`config.mk`:
```
export PLATFORM = sky130hd
export DESIGN_NAME = dual_act_chan
export DESIGN_NICKNAME = d
export VERILOG_FILES = /design/src/rtl/dact_pkg.sv /design/src/rtl/dact_edge.sv /design/src/rtl/dact_capt.sv /design/src/rtl/dact_gen.sv /design/src/rtl/dual_act_chan.sv
export SDC_FILE = /design/constraint.sdc
export NUM_CORES = 1
export LEC_CHECK = 0
export BUFFER_PORTS_ARGS = -buffer_cell sky130_fd_sc_hd__clkbuf_2
export CAP_MARGIN = 15
export CELL_PAD_IN_SITES_DETAIL_PLACEMENT = 1
export CELL_PAD_IN_SITES_GLOBAL_PLACEMENT = 1
export CORE_ASPECT_RATIO = 1.75
export CORE_UTILIZATION = 49
export CTS_BUF_LIST = sky130_fd_sc_hd__clkbuf_2 sky130_fd_sc_hd__clkbuf_4 sky130_fd_sc_hd__clkbuf_8
export CTS_CLUSTER_SIZE = 12
export DETAILED_ROUTE_END_ITERATION = 12
export MAX_ROUTING_LAYER = met4
export PLACE_DENSITY = 0.94
export SYNTH_ARGS = -nofsm -noshare
export SYNTH_HDL_FRONTEND = slang
export SYNTH_SLANG_ARGS = --single-unit
```
`constraint.sdc`:
```
create_clock -name clk -period 4.65 [get_ports clk]
set_input_delay 0.2325 -clock clk [delete_from_list [all_inputs] [get_ports clk]]
set_output_delay 0.2325 -clock clk [all_outputs]
set_load 0.01 [all_outputs]
```
`src/rtl/dact_pkg.sv`:
```
// Shared mode encoding and mode-class helpers for the dual-action timer channel.
package dact_pkg;

    typedef enum logic [2:0] {
        M_OFF    = 3'd0,
        M_WIDTH  = 3'd1,
        M_PERIOD = 3'd2,
        M_CAPT   = 3'd3,
        M_CMPB   = 3'd4,
        M_CMPAB  = 3'd5,
        M_PWM    = 3'd6,
        M_RSV    = 3'd7
    } dact_mode_e;

    // True for the three edge-timestamping modes.
    function automatic logic is_in(input dact_mode_e m);
        return (m == M_WIDTH) || (m == M_PERIOD) || (m == M_CAPT);
    endfunction

    // True for the modes that drive the pin.
    function automatic logic is_out(input dact_mode_e m);
        return (m == M_CMPB) || (m == M_CMPAB) || (m == M_PWM);
    endfunction

endpackage

```
`src/rtl/dact_edge.sv`:
```
// Pin synchroniser and edge detector.
// Assumes SYNC >= 2. The rise/fall pulses last one cycle and appear SYNC-1
// edges after the pin changes.
module dact_edge #(
    parameter int SYNC = 2
) (
    input  logic clk,
    input  logic rst_n,
    input  logic pin_in,
    output logic rise,
    output logic fall
);
    logic [SYNC-1:0] sync_q;

    // Shift the pin level through the synchroniser chain.
    always_ff @(posedge clk) begin
        if (!rst_n) sync_q <= '0;
        else        sync_q <= {sync_q[SYNC-2:0], pin_in};
    end

    // Compare the two oldest synchronised samples.
    always_comb begin
        rise = sync_q[SYNC-2] & ~sync_q[SYNC-1];
        fall = ~sync_q[SYNC-2] & sync_q[SYNC-1];
    end
endmodule

```
`src/rtl/dact_capt.sv`:
```
// Edge sequencer for the three input modes.
// Decides when A, B-front and B-back take the time base, and signals the
// completed-measurement event. Assumes the register owner applies the enables
// in the same cycle, and that restart is high in the cycle the mode changes.
module dact_capt
    import dact_pkg::*;
#(
    parameter int TW = 16
) (
    input  logic          clk,
    input  logic          rst_n,
    input  dact_mode_e    mode,
    input  logic          pol_rise,
    input  logic          restart,
    input  logic          rise,
    input  logic          fall,
    input  logic [TW-1:0] tb,
    input  logic [TW-1:0] b1_cur,
    output logic          a_we,
    output logic [TW-1:0] a_val,
    output logic          b1_we,
    output logic          b2_we,
    output logic          done
);
    typedef enum logic {C_WAIT, C_ARMED} cstate_e;
    cstate_e state_q, state_d;
    logic    sel_edge, opp_edge;

    // Map the selected polarity onto rising/falling pulses.
    always_comb begin
        sel_edge = pol_rise ? rise : fall;
        opp_edge = pol_rise ? fall : rise;
    end

    // Next-state and write-enable decode per input mode.
    always_comb begin
        state_d = state_q;
        a_we    = 1'b0;
        a_val   = tb;
        b1_we   = 1'b0;
        b2_we   = 1'b0;
        done    = 1'b0;
        if (restart || !is_in(mode)) begin
            state_d = C_WAIT;
        end else begin
            case (mode)
                M_WIDTH: begin
                    if (state_q == C_WAIT) begin
                        if (sel_edge) begin
                            b1_we   = 1'b1;
                            state_d = C_ARMED;
                        end
                    end else if (opp_edge) begin
                        a_we    = 1'b1;
                        a_val   = b1_cur;
                        b2_we   = 1'b1;
                        done    = 1'b1;
                        state_d = C_WAIT;
                    end
                end
                M_PERIOD: begin
                    if (sel_edge) begin
                        b1_we = 1'b1;
                        if (state_q == C_ARMED) begin
                            a_we  = 1'b1;
                            a_val = b1_cur;
                            b2_we = 1'b1;
                            done  = 1'b1;
                        end
                        state_d = C_ARMED;
                    end
                end
                M_CAPT: begin
                    if (sel_edge) begin
                        a_we  = 1'b1;
                        b2_we = 1'b1;
                        done  = 1'b1;
                    end
                end
                default: state_d = C_WAIT;
            endcase
        end
    end

    // Hold the sequencer state.
    always_ff @(posedge clk) begin
        if (!rst_n) state_q <= C_WAIT;
        else        state_q <= state_d;
    end


    arm_src_chk: assert property (@(posedge clk) disable iff (!rst_n)
        (state_q == C_ARMED && $past(state_q) == C_WAIT) |-> $past(sel_edge));


    width_pair_chk: assert property (@(posedge clk) disable iff (!rst_n)
        (mode == M_WIDTH && done) |-> (state_q == C_ARMED && opp_edge));
endmodule

```
`src/rtl/dact_gen.sv`:
```
// Output generator for the two compare modes and PWM.
// Owns the output flip-flop, the resolution mask, the period-boundary reload
// request for B-back, and the compare flag event. Assumes A and B-back come
// from the register owner and that the owner performs the reload.
module dact_gen
    import dact_pkg::*;
#(
    parameter int TW = 16
) (
    input  logic          clk,
    input  logic          rst_n,
    input  dact_mode_e    mode,
    input  logic          out_inv,
    input  logic [2:0]    res_code,
    input  logic          restart,
    input  logic [TW-1:0] tb,
    input  logic [TW-1:0] a_q,
    input  logic [TW-1:0] b2_q,
    output logic          pin_out,
    output logic          pin_oe,
    output logic          b2_load,
    output logic          hit_evt
);
    logic [TW-1:0] mask;
    logic          hit_a, hit_b, ff_q, pwm;

    // Build a mask of the low N bits for the selected resolution.
    function automatic logic [TW-1:0] res_mask(input logic [2:0] c);
        int bits;
        logic [TW-1:0] m;
        case (c)
            3'd0:    bits = 7;
            3'd1:    bits = 9;
            3'd2:    bits = 11;
            3'd3:    bits = 12;
            3'd4:    bits = 13;
            3'd5:    bits = 14;
            3'd6:    bits = 15;
            default: bits = 16;
        endcase
        if (bits > TW) bits = TW;
        for (int i = 0; i < TW; i++) m[i] = (i < bits);
        return m;
    endfunction

    // Compare the masked time base against both channels.
    always_comb begin
        pwm     = (mode == M_PWM);
        mask    = pwm ? res_mask(res_code) : '1;
        hit_a   = ((tb ^ a_q) & mask) == '0;
        hit_b   = ((tb ^ b2_q) & mask) == '0;
        b2_load = pwm && ((tb & mask) == '0);
    end

    // Pick which matches raise the flag in each output mode.
    always_comb begin
        case (mode)
            M_CMPB:  hit_evt = hit_b;
            M_CMPAB: hit_evt = hit_a | hit_b;
            M_PWM:   hit_evt = hit_a;
            default: hit_evt = 1'b0;
        endcase
    end

    // Output flip-flop: the B match wins over the A match.
    always_ff @(posedge clk) begin
        if (!rst_n || restart || !is_out(mode)) ff_q <= 1'b0;
        else if (hit_b)                          ff_q <= 1'b0;
        else if (hit_a)                          ff_q <= 1'b1;
    end

    // Drive the pin only in output modes.
    always_comb begin
        pin_oe  = is_out(mode);
        pin_out = pin_oe ? (ff_q ^ out_inv) : 1'b0;
    end


    set_src_chk: assert property (@(posedge clk) disable iff (!rst_n)
        (is_out(mode) && $past(mode) == mode && $rose(ff_q))
            |-> $past(((tb ^ a_q) & mask) == '0));


    clr_src_chk: assert property (@(posedge clk) disable iff (!rst_n)
        (is_out(mode) && $past(mode) == mode && $fell(ff_q))
            |-> $past(((tb ^ b2_q) & mask) == '0));
endmodule

```
`src/rtl/dual_act_chan.sv`:
```
// Dual-action capture/compare timer channel (top).
// Holds the control word, A, B-front and B-back, and decodes the register
// port. It routes edge events to the capture sequencer and time base matches
// to the output generator. Assumes tb_cnt is synchronous to clk.
module dual_act_chan
    import dact_pkg::*;
#(
    parameter int TW   = 16,
    parameter int SYNC = 2
) (
    input  logic          clk,
    input  logic          rst_n,
    input  logic [TW-1:0] tb_cnt,
    input  logic          pin_in,
    output logic          pin_out,
    output logic          pin_oe,
    input  logic          reg_wr,
    input  logic [1:0]    reg_addr,
    input  logic [TW-1:0] reg_wdata,
    output logic [TW-1:0] reg_rdata,
    output logic          irq
);
    localparam int         FLAG_BIT = TW - 1;
    localparam logic [1:0] AD_CTRL  = 2'd0;
    localparam logic [1:0] AD_A     = 2'd1;
    localparam logic [1:0] AD_B     = 2'd2;

    dact_mode_e    mode_q;
    logic          pol_q, inv_q, ien_q, flag_q;
    logic [2:0]    res_q;
    logic [TW-1:0] a_q, b1_q, b2_q;

    logic wr_ctrl, wr_a, wr_b, mode_chg, is_pwm;
    logic rise, fall;
    logic cap_a_we, cap_b1_we, cap_b2_we, cap_done;
    logic [TW-1:0] cap_a;
    logic b2_load, hit_evt, evt;

    // Decode register writes and the mode-change restart.
    always_comb begin
        wr_ctrl  = reg_wr && (reg_addr == AD_CTRL);
        wr_a     = reg_wr && (reg_addr == AD_A);
        wr_b     = reg_wr && (reg_addr == AD_B);
        mode_chg = wr_ctrl && (reg_wdata[2:0] != mode_q);
        is_pwm   = (mode_q == M_PWM);
        evt      = cap_done | hit_evt;
    end

    dact_edge #(.SYNC(SYNC)) u_edge (
        .clk    (clk),
        .rst_n  (rst_n),
        .pin_in (pin_in),
        .rise   (rise),
        .fall   (fall)
    );

    dact_capt #(.TW(TW)) u_capt (
        .clk      (clk),
        .rst_n    (rst_n),
        .mode     (mode_q),
        .pol_rise (pol_q),
        .restart  (mode_chg),
        .rise     (rise),
        .fall     (fall),
        .tb       (tb_cnt),
        .b1_cur   (b1_q),
        .a_we     (cap_a_we),
        .a_val    (cap_a),
        .b1_we    (cap_b1_we),
        .b2_we    (cap_b2_we),
        .done     (cap_done)
    );

    dact_gen #(.TW(TW)) u_gen (
        .clk      (clk),
        .rst_n    (rst_n),
        .mode     (mode_q),
        .out_inv  (inv_q),
        .res_code (res_q),
        .restart  (mode_chg),
        .tb       (tb_cnt),
        .a_q      (a_q),
        .b2_q     (b2_q),
        .pin_out  (pin_out),
        .pin_oe   (pin_oe),
        .b2_load  (b2_load),
        .hit_evt  (hit_evt)
    );

    // Control fields: written whole by software.
    always_ff @(posedge clk) begin
        if (!rst_n) begin
            mode_q <= M_OFF;
            pol_q  <= 1'b0;
            inv_q  <= 1'b0;
            res_q  <= 3'd0;
            ien_q  <= 1'b0;
        end else if (wr_ctrl) begin
            mode_q <= dact_mode_e'(reg_wdata[2:0]);
            pol_q  <= reg_wdata[3];
            inv_q  <= reg_wdata[4];
            res_q  <= reg_wdata[7:5];
            ien_q  <= reg_wdata[8];
        end
    end

    // Flag: mode change clears, an event sets, write-one clears.
    always_ff @(posedge clk) begin
        if (!rst_n || mode_chg)                    flag_q <= 1'b0;
        else if (evt)                              flag_q <= 1'b1;
        else if (wr_ctrl && reg_wdata[FLAG_BIT])   flag_q <= 1'b0;
    end

    // Register A: a capture has priority over a software write.
    always_ff @(posedge clk) begin
        if (!rst_n)        a_q <= '0;
        else if (cap_a_we) a_q <= cap_a;
        else if (wr_a)     a_q <= reg_wdata;
    end

    // B-front: temporary latch in input modes, software target in PWM.
    always_ff @(posedge clk) begin
        if (!rst_n)              b1_q <= '0;
        else if (cap_b1_we)      b1_q <= tb_cnt;
        else if (wr_b && is_pwm) b1_q <= reg_wdata;
    end

    // B-back: capture result, compare trailing edge, or PWM double buffer.
    always_ff @(posedge clk) begin
        if (!rst_n)               b2_q <= '0;
        else if (cap_b2_we)       b2_q <= tb_cnt;
        else if (b2_load)         b2_q <= b1_q;
        else if (wr_b && !is_pwm) b2_q <= reg_wdata;
    end

    // Read mux: B shows B-front only in PWM mode.
    always_comb begin
        reg_rdata = '0;
        case (reg_addr)
            AD_CTRL: begin
                reg_rdata[2:0]     = mode_q;
                reg_rdata[3]       = pol_q;
                reg_rdata[4]       = inv_q;
                reg_rdata[7:5]     = res_q;
                reg_rdata[8]       = ien_q;
                reg_rdata[FLAG_BIT] = flag_q;
            end
            AD_A:    reg_rdata = a_q;
            AD_B:    reg_rdata = is_pwm ? b1_q : b2_q;
            default: reg_rdata = '0;
        endcase
    end

    // Interrupt request.
    always_comb irq = flag_q & ien_q;


    flag_src_chk: assert property (@(posedge clk) disable iff (!rst_n)
        $rose(flag_q) |-> $past(evt));


    mode_clr_chk: assert property (@(posedge clk) disable iff (!rst_n)
        mode_chg |=> !flag_q);


    oe_in_chk: assert property (@(posedge clk) disable iff (!rst_n)
        !is_out(mode_q) |-> !pin_oe);


    b2_hold_chk: assert property (@(posedge clk) disable iff (!rst_n)
        (is_pwm && $past(mode_q) == M_PWM && b2_q != $past(b2_q)) |-> $past(b2_load));
endmodule

```
==> out/results.txt, run 1 <==
The run gives 0.00504 mm2 as the post-route cell area. TritonCTS built the clock tree. In the finished design, the share of the clock period the worst path needs comes to 65.4%. Once detailed placement completed, the half-perimeter wirelength came to 11.6 mm.

The area growth from synthesis to layout came out at 11.1%. Among all cell types in the netlist, the one instantiated most often is sky130_fd_sc_hd__nand2_1. Summing all placed instances gives a cell area of 0.00478 mm2.

The clock reaches the later pin of the worst-skew pair after 0.37 ns. Row generation in the floorplan step produced 46 rows. Global routing finished with a remaining overflow of 0. Along the worst path, the maximum fanout reaches 14.

In this run the number of H-tree levels came out at 3. Summed over all cells, the static leakage comes to 1.92 nW. In this run, placement finished with an instance count of 696.

The depth of the worst register-to-register path came out at 7. The root buffer cell chosen for the clock tree is sky130_fd_sc_hd__clkbuf_8. Most frequently used flop master after synthesis: sky130_fd_sc_hd__dfxtp_1. The run finished with clean final reports. Each instance of the synthesized netlist takes up on average 8.04 um2. 57 I/O pins were placed. At the pin with the least slew margin, the transition time is 0.884 ns. Sequential elements use 27.4% of the synthesized area. Sum of negative setup slack: 0 ns.

The tools report the number of unique standard cell types used by synthesis as 55. The sum of internal, switching and leakage power was 1.29 mW; the maximum ir drop on the vdd rail was 178 uV. Among the stages of the critical path, the cell type that occurs most often is sky130_fd_sc_hd__nand2_1. In this run, post-CTS hold repair placed 0 buffers. Detailed routing inserted a total of 4793 vias. Traced cell by cell, the critical path runs through nand3b_1, buf_4, nand2_1, nand2_1, a222oi_1, nor2_1, clkbuf_2. The worst setup path is launched from a flip-flop. In the final routed layout, each cell accounts on average for 23.9 um.

The count of non-filler cells in the finished layout was 715. The tools report the total global-route track usage as 37.8%. Synthesis produced a netlist with a net count of 606. The clock network burns 40.2% of the power. The shortest period the worst path allows is 3.04 ns. Setup repair after global routing left no endpoint under its margin.

The number of sinks handled by clock tree synthesis came out at 62. The logs give 0.00966 mm2 for the die outline area and 0.381 mW for the net load switching power. The largest individual stage delay along the critical path comes from the cell sky130_fd_sc_hd__dfxtp_1. The tools report the remaining number of nets flagged by the antenna check after routing as 0. The class of the most critical hold timing path is in2reg. The number of optimization iterations in the first detailed-route pass was 5; the worst path arrival time was 2.81 ns. The post-route netlist has 24.7% of its cells at a drive strength greater than 1. For the final-layout worst hold slack, the log shows 0.0753 ns. The tool flagged a number of max-cap violations equal to 0. The power density over cell area works out to 257 mW/mm2.

The first global-routing pass estimated 26.3 mm of wire. The remaining routing DRC violations was 0. After synthesis, the cell types taking the most area are sky130_fd_sc_hd__dfxtp_1 27%, sky130_fd_sc_hd__mux2i_1 9.7%, sky130_fd_sc_hd__nand2_1 9.2%, sky130_fd_sc_hd__a211oi_1 5.8%, sky130_fd_sc_hd__xnor2_1 4.4%. The number of failing setup endpoints in the final timing report came out at 0. In this run switching power makes up 29.4% of total power. The worst relative slew slack is 41.0%, and the number of design-rule violations left by the first detailed-router iteration is 401. The via count of the first global-routing pass is 5080, and the quantity of I/O buffers inserted on ports is 56. The run gives 632 as the number of nets in the final layout.

At the worst endpoint, the required time is 4.42 ns. Entering global routing, the biggest net connects 58 pins. Sequential cells burn 43.8% of the power.

The tools report the final routed wirelength across all metal layers as 17.1 mm. In this run the worst setup path begins at mode_q[1]. For the buffers inserted during post-CTS setup optimization, the log shows 0. Global placer's final weighted congestion: 0.981. The TritonCTS buffer count is 9, and the final hold violation count is 0. The tools report the number of antenna violations at the first check in global routing as 0. The die is 74.7 um wide. Static timing analysis puts the maximum clock frequency at 329 MHz. The number of synthesized register bits was 62. The delay contributed by the slowest stage of the critical path was 0.67 ns. Ratio of routed vias to standard cells: 6.70. The top cell type's share of synthesized area works out to 27.4%. The combinational group share of total power came out at 16.0%. Cell area after technology mapping: 0.00454 mm2. The worst setup path is of the reg2out kind. The count of antenna diodes in the layout came out at 0. Cell internal power was estimated by the tool at 0.913 mW. The number of flops mapped to enable cells by yosys works out to 0. The number of synthesis warnings is 0. The worst hold path was traced through 2 stages. The tools report the kind of capture point of the worst setup path as a primary output.

The number of instances resized during post-cts repair is 0. Deepest clock path buffer count: 2. The origin of the worst min-delay path is pin_in. Synthesis produced a netlist whose cell count is 564. After clock tree synthesis, the clock-pin slew on the worst setup and hold paths is 0.08 ns. The share of flip-flops with an asynchronous set or reset is 0%, and the area inside the core boundary is 0.00904 mm2.

For this configuration, the core starts out at a cell density of 50.2%. The die is 129 um tall. The cell type contributing the most total cell area after synthesis is sky130_fd_sc_hd__dfxtp_1.

For the final number of max-transition violations, the log shows 0. The tools report the start of the worst register-to-register path as mode_q[1]. Sorting the synthesized cells by how often they occur yields 111 x sky130_fd_sc_hd__nand2_1, 62 x sky130_fd_sc_hd__dfxtp_1, 44 x sky130_fd_sc_hd__mux2i_1. The run gives 1141 as the fill cell total of the finished layout.

On the final layout, the worst clock skew is 0.00870 ns.
==> metal layers <==
layer  vias to the layer above  global-route usage [%]  wire (um)
met5                         -                       -          0
met4                         0                    27.6       1150
met3                       113                    8.16       1100
met2                       269                    62.7       8780
met1                      2349                    37.8       6030
li1                       2062                       -          -
==> power by group through the flow <==
stage               Combinational [mW]  Clock [mW]  Sequential, mW
finish                           0.208       0.520           0.566
global route                     0.220       0.546           0.567
CTS                              0.199       0.516           0.565
detailed placement               0.196           0           0.577
global placement                 0.185           0           0.576
floorplan                        0.134           0           0.568
==> cells in the final DEF (no fill, tap or decap), types with 9 or more instances in the layout <==
cell type / synthesis / routed
sky130_fd_sc_hd__a21oi_2: 14 / 14
sky130_fd_sc_hd__xor2_1: 13 / 13
sky130_fd_sc_hd__buf_4: 5 / 9
sky130_fd_sc_hd__nand2_2: 14 / 14
sky130_fd_sc_hd__nand2_1: 111 / 111
sky130_fd_sc_hd__xnor2_1: 23 / 23
sky130_fd_sc_hd__o211ai_2: 14 / 14
sky130_fd_sc_hd__mux2i_1: 44 / 44
sky130_fd_sc_hd__a211oi_1: 35 / 35
sky130_fd_sc_hd__and3_1: 11 / 11
sky130_fd_sc_hd__clkbuf_2: 0 / 56
sky130_fd_sc_hd__nor2_1: 33 / 32
sky130_fd_sc_hd__clkbuf_8: 0 / 11
sky130_fd_sc_hd__a21oi_1: 20 / 20
sky130_fd_sc_hd__a222oi_1: 10 / 10
sky130_fd_sc_hd__dfxtp_1: 62 / 62
==> through the flow <==
step	utilization, %	worst slack (ns)
3_5_place_dp	52.9	1.63
2_1_floorplan	-	2.79
6_report	55.8	1.61
4_1_cts	55.2	1.68
5_1_grt	55.8	1.51
3_3_place_gp	52.9	1.83
==> kinds of logic after synthesis <==
family                     share of synthesized area (%)
AOI/OAI and AO/OA                                   24.2
buffers and inverters                               6.40
xor gates and xnor gates                            6.95
adders and majority gates                           1.10
and+or+nand+nor                                     22.3
DFF                                                 27.4
muxes                                               11.7
==> sequential cells by signal (all words and copies together), names as in the netlist, 2 cells and up <==
register       count
b1_q              16
a_q               16
res_q              3
b2_q              16
u_edge.sync_q      2
mode_q             3
==> worst max-delay path: cells and delay by family (launching register included) <==
family          cells  cell delay, ns
compound gates      1            0.35
buf+inv             2            0.56
flops               1            0.67
simple gates        4            0.85
==> worst paths after layout <==
kind | endpoint | slack [ns]
worst max-delay path | reg_rdata[15] | 1.61
worst min-delay path | u_edge.sync_q[0] | 0.08
worst max register to register | b2_q[10] | 1.82
worst min register to register | u_edge.sync_q[1] | 0.48
==> final cells by class <==
cell class                      count  area [um2]  area share (%)
Clock inverter                      3        42.5           0.844
Clock buffer                       13         166            3.30
Multi-Input combinational cell    443        3020            59.9
Tap cell                          120         150            2.98
Inverter                            6        22.5           0.447
Timing Repair Buffer               68         398            7.90
Sequential cell                    62        1240            24.6
Power figures use the tool's default switching activity.
==> run 2, diff against run 1 <==
--- a/config.mk
+++ b/config.mk
@@ -10,12 +10,12 @@
 export CELL_PAD_IN_SITES_DETAIL_PLACEMENT = 1
 export CELL_PAD_IN_SITES_GLOBAL_PLACEMENT = 1
 export CORE_ASPECT_RATIO = 1.75
-export CORE_UTILIZATION = 49
+export CORE_UTILIZATION = 45
 export CTS_BUF_LIST = sky130_fd_sc_hd__clkbuf_2 sky130_fd_sc_hd__clkbuf_4 sky130_fd_sc_hd__clkbuf_8
 export CTS_CLUSTER_SIZE = 12
 export DETAILED_ROUTE_END_ITERATION = 12
 export MAX_ROUTING_LAYER = met4
-export PLACE_DENSITY = 0.94
+export PLACE_DENSITY = 0.88
 export SYNTH_ARGS = -nofsm -noshare
 export SYNTH_HDL_FRONTEND = slang
 export SYNTH_SLANG_ARGS = --single-unit
==> constraint.sdc (replaced) <==
create_clock -name clk -period 2.9 [get_ports clk]
set_input_delay 0.145 -clock clk [delete_from_list [all_inputs] [get_ports clk]]
set_output_delay 0.145 -clock clk [all_outputs]
set_load 0.01 [all_outputs]
==> run 2 against run 1 <==
Net effect: count of clock-buffer cells in the layout decreased by 3; clock power increased by 72%; critical path depth increased by 1.
==> out/results.txt, run 2 (synthesized netlist as in run 1, its figures left out) <==
The run finished with clean final reports. The buffers inserted during post-CTS setup optimization was 0. The share of total power dissipated in combinational logic is 15.9%.

The clock transition at the register clock pins on the worst setup and hold paths after CTS was 0.08 ns. Entering global routing, the biggest net connects 33 pins. The run gives 0.0105 mm2 as the die outline area. The area growth from synthesis to layout is 13.1%. The first global-routing pass estimated 27.3 mm of wire. The clock tree synthesis step divided the H-tree into 3 levels. Prior to clock tree synthesis, the placed netlist has a worst setup slack of 0.112 ns. The run gives 0 as the remaining number of nets flagged by the antenna check after routing.

The largest registers in the layout are a_q: 16 flops, b1_q: 16 flops, b2_q: 16 flops. The worst hold path terminates at res_q[2]. Switching share of total power: 29.4%. The internal power of the cells totals 1.51 mW. The repair_antennas step left the layout with diodes totalling 0. The quantity of I/O buffers inserted on ports was 56; the routed wirelength normalized by instance count was 23.1 um. Across the VDD grid, the largest voltage drop is 257 uV. The data required time of the worst path is 3.21 ns, and the sum of internal, switching and leakage power is 2.14 mW. The transition time of the tightest slew-check pin came out at 1.20 ns.

In this run the critical register-to-register path is captured at b2_q[2]. The number of design-rule violations left by the first detailed-router iteration came out at 461. The floorplan step set the die width to 77.9 um.

Measured against its own limit, the worst slew margin works out to 20.1%. The library cells used most frequently in the layout, excluding fill and tap cells, are 111 x sky130_fd_sc_hd__nand2_1, 62 x sky130_fd_sc_hd__dfxtp_1, 56 x sky130_fd_sc_hd__clkbuf_2. The TritonCTS buffer count is 9, and the number of top-level pins is 57. Setup repair after global routing left no endpoint under its margin. The worst hold path passes through 3 cells. For the area inside the core boundary, the log shows 0.00985 mm2. STA classifies the critical path startpoint as a flip-flop. Start of the worst register-to-register path: mode_q[1]. The tools report the fraction of the core area covered by cells at the end of the flow as 52.1%. The initial utilization of the core area, before any placement, comes to 46.0%. The share of total power dissipated in the clock network is 41.8%.

The tools report the deepest clock path buffer count as 2. The tools report the number of maximum-capacitance constraint violations as 0. The depth of the worst register-to-register path is 8. The final number of max-transition violations came out at 0. Static timing analysis puts the maximum clock frequency at 383 MHz. The share of total power dissipated in sequential elements is 42.3%. The logs give 16.8 mm for the final routed wirelength across all metal layers and 0 for the remaining routing DRC violations.

The final setup slack of the worst path came out at 0.289 ns. The startpoint identified for the worst hold timing path is reg_wdata[7]. Worst setup path category: reg2reg. The run gives 0 as the final hold violation count. The tree is rooted in a sky130_fd_sc_hd__clkbuf_8. For this design, the sink count on the clock tree is 62. The logs give 0 for the global route total overflow and 641 for the number of nets in the final layout. On the final layout, the worst clock skew is 0.0142 ns. The ratio of routed vias to standard cells came out at 6.42. The logs give 1.97 nW for the leakage power total and 4683 for the total number of vias. The first TritonRoute pass finished after 5 iterations. STA classifies the critical path endpoint as a flip-flop. TritonCTS built the clock tree. The clock latency of the later-clocked register in the worst-skew pair is 0.37 ns. The HPWL after detailed placement is 11.6 mm.

Data arrives at the worst endpoint at 2.92 ns. For the total global-route track usage, the log shows 35.1%. Number of antenna violations at the first check in global routing: 0. The logs give 0.956 for the global placer's final weighted congestion and 0.628 mW for the net load switching power. The post-route fraction of the period consumed by the critical path works out to 90.0%. For the via count of the first global-routing pass, the log shows 5062. The highest net fanout along the worst path was 14. The floorplan has 48 rows.

In this run the register-to-register setup slack is 0.29 ns. Sum of negative setup slack: 0 ns. Most common cell after layout, fill and taps aside: sky130_fd_sc_hd__nand2_1. Setup violations remaining at the end of the flow were counted as 0. The post-route netlist has 25.7% of its cells at a drive strength greater than 1.

The smallest clock period supported by the final layout is computed as 2.61 ns. From bottom edge to top edge, the die measures 135 um. The class of the most critical hold timing path was in2reg.

The power density over cell area is 417 mW/mm2.
-- run 2: cell count changes in the layout (fill, tap and decap cells not counted), sizes merged --
| cell | previous run | this run |
|---|---|---|
| buf | 12 | 20 |
| clkbuf | 69 | 66 |
| bufinv | 1 | 2 |
| clkinv | 1 | 2 |
| clkinvlp | 1 | 2 |
| dlygate4sd3 | 0 | 1 |
-- run 2: worst max-delay path by stage --
stage                                start      end  slack, ns  depth (start not counted)
after global routing             mode_q[1]   a_q[9]       0.13                          7
after global placement           mode_q[1]  a_q[15]       0.38                          8
after detailed placement         mode_q[1]   a_q[1]       0.11                          8
after CTS                        mode_q[1]   a_q[1]       0.07                          8
after floorplan           u_edge.sync_q[0]   a_q[6]       1.07                          7
final                            mode_q[1]  b2_q[2]       0.29                          8
-- run 2: routing by layer --
| metal | global-route usage [%] | up-vias | part of all wire (%) |
|---|---|---|---|
| met5 | - | - | 0 |
| met4 | 26.2 | 0 | 7.5 |
| met3 | 6.08 | 89 | 6.0 |
| met2 | 57.1 | 238 | 49 |
| met1 | 37.8 | 2270 | 38 |
| li1 | - | 2086 | - |
-- run 2: power by group through the flow --
| stage | clock (mW) | sequential, mW | combinational, mW |
|---|---|---|---|
| final | 0.895 | 0.904 | 0.339 |
| after global placement | 0 | 0.921 | 0.312 |
| after CTS | 0.898 | 0.903 | 0.333 |
| after floorplan | 0 | 0.911 | 0.215 |
| after global routing | 0.934 | 0.906 | 0.364 |
| after detailed placement | 0 | 0.923 | 0.327 |
-- run 2: stage by stage --
step                std cells  cell area [um2]  hold WS [ns]
global placement          712             4890         0.368
detailed placement        712             4890         0.366
finish                    729             5130        0.0486
floorplan                 564             4540         0.267
global route              729             5130        0.0539
CTS                       729             5130        0.0426
-- run 2: area by class of cell --
cell class / instances / area [um2]
Tap cell: 125 / 156
Inverter: 6 / 22.5
Sequential cell: 62 / 1240
Timing Repair Buffer: 77 / 465
Clock buffer: 10 / 138
Multi-Input combinational cell: 443 / 3020
Clock inverter: 6 / 85.1
Fill cell: 1237 / 4720
-- run 2: timing repair --
item,CTS,global route
setup endpoints to repair,0,5
hold buffers,1,0
gates resized for setup,0,1
endpoints found under the hold margin,1,0
-- run 2: critical path: stages (launching register included) --
cell and delay, ns:
sky130_fd_sc_hd__dfxtp_1 0.46, sky130_fd_sc_hd__buf_4 0.20, sky130_fd_sc_hd__nor2b_2 0.07, sky130_fd_sc_hd__a221o_1 0.35, sky130_fd_sc_hd__a32oi_2 0.36, sky130_fd_sc_hd__nand2b_1 0.56
sky130_fd_sc_hd__buf_12 0.26, sky130_fd_sc_hd__o211ai_2 0.13, sky130_fd_sc_hd__a21oi_2 0.15
